**config.mk**
```make
export PLATFORM = sky130hd
export DESIGN_NAME = thread_rs_queue
export DESIGN_NICKNAME = d
export VERILOG_FILES = /design/src/rtl/rsq_pkg.sv /design/src/rtl/rsq_ctrl.sv /design/src/rtl/rsq_data.sv /design/src/rtl/thread_rs_queue.sv
export SDC_FILE = /design/constraint.sdc
export NUM_CORES = 2
export LEC_CHECK = 0
export ABC_AREA = 1
export CORE_MARGIN = 4
export CORE_UTILIZATION = 40
export CTS_CLUSTER_SIZE = 12
export DETAILED_ROUTE_END_ITERATION = 6
export PLACE_DENSITY_LB_ADDON = 0.3
export SYNTH_ARGS = -nofsm -noshare
export SYNTH_HDL_FRONTEND = slang
export SYNTH_SLANG_ARGS = --single-unit
```
**constraint.sdc**
```tcl
create_clock -name clk -period 10.7 [get_ports clk]
set_input_delay 1.605 -clock clk [delete_from_list [all_inputs] [get_ports clk]]
set_output_delay 1.605 -clock clk [all_outputs]
set_load 0.05 [all_outputs]
```
**src/rtl/rsq_pkg.sv**
```systemverilog
package rsq_pkg;
  localparam int DEPTH  = 8;
  localparam int THR_W  = 3;
  localparam int IID_W  = 8;
  localparam int OP_W   = 6;
  localparam int IMM_W  = 16;
  localparam int TAG_W  = 6;
  localparam int DATA_W = 32;
  localparam int AGE_W  = $clog2(DEPTH);

  // fixed part of an entry, carried unchanged to dispatch
  typedef struct packed {
    logic [THR_W-1:0] thr;
    logic [IID_W-1:0] iid;
    logic [OP_W-1:0]  op;
    logic             pred;
    logic [IMM_W-1:0] imm;
    logic [TAG_W-1:0] dest;
  } rsqPay_t;

  // strobes from control to datapath
  typedef struct packed {
    logic             alloc;
    logic [DEPTH-1:0] allocSel;
    logic             disp;
    logic [DEPTH-1:0] dispSel;
  } rsqCtrl_t;
endpackage

```
**src/rtl/rsq_ctrl.sv**
```systemverilog
module rsq_ctrl
  import rsq_pkg::*;
(
  input  logic             clk,
  input  logic             rstN,
  input  logic             issueValid,
  input  logic [THR_W-1:0] issueThread,
  input  logic             flushValid,
  input  logic [THR_W-1:0] flushThread,
  input  logic [DEPTH-1:0] readyVec,
  input  logic [DEPTH-1:0] threadHit,
  output rsqCtrl_t         ctrl,
  output logic             stall
);
  logic [DEPTH-1:0] validQ;
  logic [AGE_W-1:0] ageQ [DEPTH];
  logic [AGE_W-1:0] ageD [DEPTH];
  logic [DEPTH-1:0] kill, cand, keep, freeSel, pickSel;
  logic [AGE_W-1:0] bestAge, older;
  logic             full, allocOk, found;

  assign full  = &validQ;
  assign stall = full;
  assign kill  = flushValid ? (validQ & threadHit) : '0;
  assign cand  = validQ & readyVec & ~kill;

  // oldest ready entry: smallest rank among candidates
  always_comb begin
    pickSel = '0;
    bestAge = '0;
    found   = 1'b0;
    for (int i = 0; i < DEPTH; i++) begin
      if (cand[i] && (!found || ageQ[i] < bestAge)) begin
        pickSel    = '0;
        pickSel[i] = 1'b1;
        bestAge    = ageQ[i];
        found      = 1'b1;
      end
    end
  end

  // lowest free slot
  always_comb begin
    freeSel = '0;
    for (int i = DEPTH - 1; i >= 0; i--) begin
      if (!validQ[i]) begin
        freeSel    = '0;
        freeSel[i] = 1'b1;
      end
    end
  end

  assign allocOk = issueValid && !full && !(flushValid && issueThread == flushThread);
  assign keep    = validQ & ~kill & ~pickSel;

  // rank = number of surviving entries written earlier
  always_comb begin
    older = '0;
    for (int i = 0; i < DEPTH; i++) begin
      older = '0;
      for (int j = 0; j < DEPTH; j++) begin
        if (keep[j] && ageQ[j] < ageQ[i]) older = older + AGE_W'(1);
      end
      if (keep[i])                    ageD[i] = older;
      else if (allocOk && freeSel[i]) ageD[i] = AGE_W'($countones(keep));
      else                            ageD[i] = ageQ[i];
    end
  end

  always_comb begin
    ctrl.alloc    = allocOk;
    ctrl.allocSel = allocOk ? freeSel : '0;
    ctrl.disp     = |pickSel;
    ctrl.dispSel  = pickSel;
  end

  always_ff @(posedge clk or negedge rstN) begin
    if (!rstN) begin
      validQ <= '0;
      for (int i = 0; i < DEPTH; i++) ageQ[i] <= '0;
    end else begin
      validQ <= keep | ctrl.allocSel;
      for (int i = 0; i < DEPTH; i++) ageQ[i] <= ageD[i];
    end
  end
endmodule

```
**src/rtl/rsq_data.sv**
```systemverilog
module rsq_data
  import rsq_pkg::*;
(
  input  logic              clk,
  input  logic              rstN,
  input  rsqCtrl_t          ctrl,
  input  rsqPay_t           issuePay,
  input  logic [1:0]        issueDone,
  input  logic [TAG_W-1:0]  issueTag [2],
  input  logic [DATA_W-1:0] issueVal [2],
  input  logic              busValid,
  input  logic [TAG_W-1:0]  busTag,
  input  logic [DATA_W-1:0] busData,
  input  logic [THR_W-1:0]  flushThread,
  output logic [DEPTH-1:0]  readyVec,
  output logic [DEPTH-1:0]  threadHit,
  output logic              dispValid,
  output rsqPay_t           dispPay,
  output logic [DATA_W-1:0] dispSrcA,
  output logic [DATA_W-1:0] dispSrcB
);
  rsqPay_t           payQ   [DEPTH];
  logic [1:0]        doneQ  [DEPTH];
  logic [TAG_W-1:0]  tagQ   [DEPTH][2];
  logic [DATA_W-1:0] valQ   [DEPTH][2];
  rsqPay_t           selPay;
  logic [DATA_W-1:0] selA, selB;
  logic [1:0]        inHit;

  always_comb
    for (int k = 0; k < 2; k++) inHit[k] = busValid && busTag == issueTag[k];

  always_comb
    for (int i = 0; i < DEPTH; i++) begin
      readyVec[i]  = &doneQ[i];
      threadHit[i] = payQ[i].thr == flushThread;
    end

  always_ff @(posedge clk or negedge rstN) begin
    if (!rstN) begin
      for (int i = 0; i < DEPTH; i++) doneQ[i] <= '0;
    end else begin
      for (int i = 0; i < DEPTH; i++)
        for (int k = 0; k < 2; k++) begin
          if (ctrl.allocSel[i])
            doneQ[i][k] <= issueDone[k] | inHit[k];
          else if (busValid && busTag == tagQ[i][k])
            doneQ[i][k] <= 1'b1;
        end
    end
  end

  always_ff @(posedge clk) begin
    for (int i = 0; i < DEPTH; i++) begin
      if (ctrl.allocSel[i]) payQ[i] <= issuePay;
      for (int k = 0; k < 2; k++) begin
        if (ctrl.allocSel[i]) begin
          tagQ[i][k] <= issueTag[k];
          valQ[i][k] <= issueDone[k] ? issueVal[k] : busData;
        end else if (!doneQ[i][k] && busValid && busTag == tagQ[i][k]) begin
          valQ[i][k] <= busData;
        end
      end
    end
  end

  always_comb begin
    selPay = '0;
    selA   = '0;
    selB   = '0;
    for (int i = 0; i < DEPTH; i++) begin
      if (ctrl.dispSel[i]) begin
        selPay = rsqPay_t'(selPay | payQ[i]);
        selA   = selA | valQ[i][0];
        selB   = selB | valQ[i][1];
      end
    end
  end

  always_ff @(posedge clk or negedge rstN) begin
    if (!rstN) dispValid <= 1'b0;
    else       dispValid <= ctrl.disp;
  end

  always_ff @(posedge clk) begin
    dispPay  <= selPay;
    dispSrcA <= selA;
    dispSrcB <= selB;
  end
endmodule

```
**src/rtl/thread_rs_queue.sv**
```systemverilog
module thread_rs_queue
  import rsq_pkg::*;
(
  input  logic              clk,
  input  logic              rstN,
  input  logic              issueValid,
  input  logic [THR_W-1:0]  issueThread,
  input  logic [IID_W-1:0]  issueIid,
  input  logic [OP_W-1:0]   issueOp,
  input  logic              issuePred,
  input  logic [IMM_W-1:0]  issueImm,
  input  logic [TAG_W-1:0]  issueDest,
  input  logic              issueSrcADone,
  input  logic [TAG_W-1:0]  issueSrcATag,
  input  logic [DATA_W-1:0] issueSrcAVal,
  input  logic              issueSrcBDone,
  input  logic [TAG_W-1:0]  issueSrcBTag,
  input  logic [DATA_W-1:0] issueSrcBVal,
  input  logic              busValid,
  input  logic [TAG_W-1:0]  busTag,
  input  logic [DATA_W-1:0] busData,
  input  logic              flushValid,
  input  logic [THR_W-1:0]  flushThread,
  output logic              stall,
  output logic              dispValid,
  output logic [THR_W-1:0]  dispThread,
  output logic [IID_W-1:0]  dispIid,
  output logic [OP_W-1:0]   dispOp,
  output logic              dispPred,
  output logic [IMM_W-1:0]  dispImm,
  output logic [TAG_W-1:0]  dispDest,
  output logic [DATA_W-1:0] dispSrcA,
  output logic [DATA_W-1:0] dispSrcB
);
  rsqCtrl_t          ctrlS;
  rsqPay_t           issuePay, dispPay;
  logic [DEPTH-1:0]  readyVec, threadHit;
  logic [1:0]        issueDone;
  logic [TAG_W-1:0]  issueTag [2];
  logic [DATA_W-1:0] issueVal [2];

  assign issuePay  = '{thr: issueThread, iid: issueIid, op: issueOp,
                       pred: issuePred, imm: issueImm, dest: issueDest};
  assign issueDone = {issueSrcBDone, issueSrcADone};
  assign issueTag[0] = issueSrcATag;
  assign issueTag[1] = issueSrcBTag;
  assign issueVal[0] = issueSrcAVal;
  assign issueVal[1] = issueSrcBVal;

  rsq_ctrl i_ctrl (
    .clk(clk), .rstN(rstN), .issueValid(issueValid), .issueThread(issueThread),
    .flushValid(flushValid), .flushThread(flushThread), .readyVec(readyVec),
    .threadHit(threadHit), .ctrl(ctrlS), .stall(stall)
  );

  rsq_data i_data (
    .clk(clk), .rstN(rstN), .ctrl(ctrlS), .issuePay(issuePay), .issueDone(issueDone),
    .issueTag(issueTag), .issueVal(issueVal), .busValid(busValid), .busTag(busTag),
    .busData(busData), .flushThread(flushThread), .readyVec(readyVec),
    .threadHit(threadHit), .dispValid(dispValid), .dispPay(dispPay),
    .dispSrcA(dispSrcA), .dispSrcB(dispSrcB)
  );

  assign dispThread = dispPay.thr;
  assign dispIid    = dispPay.iid;
  assign dispOp     = dispPay.op;
  assign dispPred   = dispPay.pred;
  assign dispImm    = dispPay.imm;
  assign dispDest   = dispPay.dest;
endmodule

```
==> results_dict.tcl <==
set metrics [dict create \
    status "finished with violations" \
    violations "negative setup slack" \
    fp-row-count 131 \
    crit_required_ns 11.29 \
    port_buffers 269 \
    ys_ff_latch 1081 \
    grt_overflow 0 \
    rsz0062_at_grt "yes" \
    synth_cells 5123 \
    drv_cap 0 \
    coreArea_sq_um 128000 \
    min_from "i_data.payQ[1][26]" \
    critPathLaunchType "input pin" \
    final_core_util_pct 48.9 \
    grt_pass1_vias 38800 \
    synth_top_area_cell "edfxtp_1" \
    p_per_area_nw_per_um2 287 \
    cts_tree "yes" \
    finalClockSkew_ns 0.0406 \
    timing.rr.start "i_ctrl.validQ[0]" \
    synth_top_area_share_pct 54.3 \
    cp-end-kind "flop" \
    nets 5818 \
    critPathSlowestCell "ha_1" \
    drc 0 \
    vias 40700 \
    clkTransAtPathRegs_ns 0.06 \
    die_x_um 366 \
    grtUsageTotal_pct 23.5 \
    initial_core_util_pct 40.2 \
    crit_family "simple AND/OR/NAND/NOR gates" \
    io_pins 270 \
    hold_violations 0 \
    synth_cell_types 54 \
    relSlewSlack_pct 20.7 \
    antenna_found_initial 5 \
    dp_hpwl_um 95300 \
    path_buf_inv 17 \
    r2r_setup_slack_ns 0.17 \
    gp_congestion 0.873 \
    drive_gt1_share_pct 14.2 \
    synthesis.nets 5442 \
    syn_area_sq_um 51300 \
    antenna_left 0 \
    setup_viol 2 \
    finalCriticalPeriod_ns 10.77 \
    fmax_ghz 0.0928 \
    syn-mean-instance-area_sq_um 10.0 \
    final_max_slew_viol_count 0 \
    leakage_nw 23.7 \
    min_path_cells 2 \
    path_max_fanout 6 \
    clk_latency_ns 0.75 \
    cp_slowest_stage_delay_ns 0.34 \
    regToRegEndpoint "i_ctrl.ageQ[17]" \
    cts_max_level 3 \
    synth-edff-count 928 \
    clk_path_buf_depth 3 \
    tightest_slew_ns 1.19 \
    yosysSeqAreaShare_pct 60.8 \
    root_buffer "clkbuf_16" \
    path_common_cell "nand2_2" \
    cts_buffers 115 \
    synthFlopType "edfxtp_1" \
    hold_path_class "reg2reg" \
    hold_path_end "i_data.dispPay[26]" \
    grt_max_degree 88 \
    via_per_inst 5.60 \
    layout_common_cells "1178 x nand2_1, 928 x edfxtp_1, 567 x o21ai_0, 544 x nand3_1, 274 x buf_4" \
    nFillCells 11500 \
    wl_um 163000 \
    wire_per_inst_um 22.4 \
    area_delta_synth_final_pct 21.6 \
    async_flop_share_pct 4.53 \
    cts_hold_buffers 0 \
    layout_setup_ws_ns -0.0715 \
    die_area_sq_um 134000 \
    ys_top_cells_by_area "edfxtp_1 54%, nand2_1 9.1%, o21ai_0 6.0%" \
    arrival_ns 11.36 \
    finalCritPeriodShare_pct 101 \
    hold-worst-slack_ns 0.458 \
    grt_pass1_wl_um 241000 \
    ir_worst_vdd_mv 0.161 \
    crit_type "in2reg" \
    dr.pass1.iters 6 \
    dieHeight_um 366 \
    layout_commonest_cell "nand2_1" \
    cts.sinks 1081 \
    synth_warnings 0 \
    first_iter_violations 4019 \
    worst-r2r-cell-count 95 \
]
==> flip-flops by register name, summed over array words and instances (netlist names) <==
register          cells
i_ctrl.validQ         8
i_data.payQ         320
i_data.dispValid      1
i_data.valQ         512
i_data.dispSrcA      32
i_ctrl.ageQ          24
i_data.doneQ         16
i_data.dispSrcB      32
i_data.dispPay       40
i_data.tagQ          96
==> worst reg2reg max path: cells and delay by family, from the launching register on <==
| family | cells | cell delay (ns) |
|---|---|---|
| simple gates | 59 | 4.99 |
| flops | 1 | 0.55 |
| compound gates | 8 | 0.68 |
| fa+ha+maj | 12 | 3.19 |
| xor+xnor | 1 | 0.17 |
| buf+inv | 15 | 0.89 |
==> per-stage QoR <==
step | TNS, ns | setup slack [ns] | std cells | power, mW | area, sq um
after detailed placement | -43.12 | -1.37 | 6993 | 13.0 | 57300
after floorplan | -2.65 | -0.369 | 5123 | 9.92 | 51500
final | -0.0737 | -0.0715 | 7265 | 17.9 | 62400
after global placement | -31.00 | -1.10 | 6993 | 12.8 | 57300
after CTS | 0 | 0.00466 | 7225 | 17.0 | 61300
after global routing | -7.64 | -0.748 | 7263 | 19.0 | 62400
==> cell usage after synthesis (3+ instances only) <==
cell	instances
a2111oi_0	5
a211oi_1	6
a21oi_1	150
a221oi_1	5
a31oi_1	40
a32oi_1	4
buf_1	25
buf_2	4
buf_6	4
clkbuf_1	272
dfrtp_1	49
dfxtp_1	104
edfxtp_1	928
fa_1	3
ha_1	152
inv_1	274
inv_2	12
nand2_1	1249
nand2_2	28
nand2_4	11
nand3_1	558
nand3_2	7
nand3b_1	14
nand4_1	224
nor2_1	113
nor2_2	4
nor2_4	3
nor3_1	17
nor3b_1	4
nor4_1	9
o2111ai_1	5
o211ai_1	5
o21ai_0	613
o21ai_1	73
o22ai_1	13
or2_1	8
or2_2	11
xnor2_1	27
xor2_1	66
==> power by group <==
part / switching, mW / internal (mW) / total, mW / leakage [nW]
clock: 1.71 / 2.19 / 3.90 / 1.81
combinational: 5.09 / 3.33 / 8.42 / 12.0
sequential: 0.367 / 5.23 / 5.60 / 9.89
total: 7.17 / 10.8 / 17.9 / 23.7
==> layer usage <==
metal | track usage (%) | share of wire (%) | wire length, um
met1 | 31.0 | 41 | 67400
met2 | 39.0 | 48 | 77500
met3 | 3.50 | 7.4 | 12000
met4 | 9.04 | 3.8 | 6130
met5 | 0 | 0.0080 | 13
==> logic make-up after synthesis <==
logic type	Yosys count	synth area share [%]
simple gates	2266	19.8
compound gates	930	9.51
flops	1081	60.8
buf+inv	598	4.48
xor+xnor	93	1.59
fa+ha+maj	155	3.82
==> area by class of cell <==
class | instances | area, sq um | share of cell area [%]
inverters | 291 | 1130 | 1.81
repair buffers | 566 | 5160 | 8.27
diodes | 4 | 10.0 | 0.0160
flip-flops and latches | 1081 | 31200 | 50.0
clock buffers | 175 | 3300 | 5.30
well taps | 1662 | 2080 | 3.33
multi-input cells | 3444 | 19100 | 30.6
clock inverters | 42 | 418 | 0.670
==> worst max-delay path by stage <==
stage	cells after the start	start	to
after floorplan	91	flushThread[1]	i_ctrl.ageQ[17]
after global placement	93	flushThread[1]	i_ctrl.ageQ[5]
after detailed placement	91	flushThread[1]	i_ctrl.ageQ[17]
after CTS	97	flushThread[0]	i_ctrl.ageQ[17]
after global routing	99	flushThread[1]	i_ctrl.ageQ[17]
final	99	flushValid	i_ctrl.ageQ[17]
==> what timing repair did <==
item / 4_1_cts / 5_1_grt
gates resized for setup: 28 / 227
gates cloned: 0 / 1
buffers inserted: 15 / 35
pin swaps: 18 / 143
endpoints found under the setup margin: 16 / 25
(Power assumes the default switching activity.)
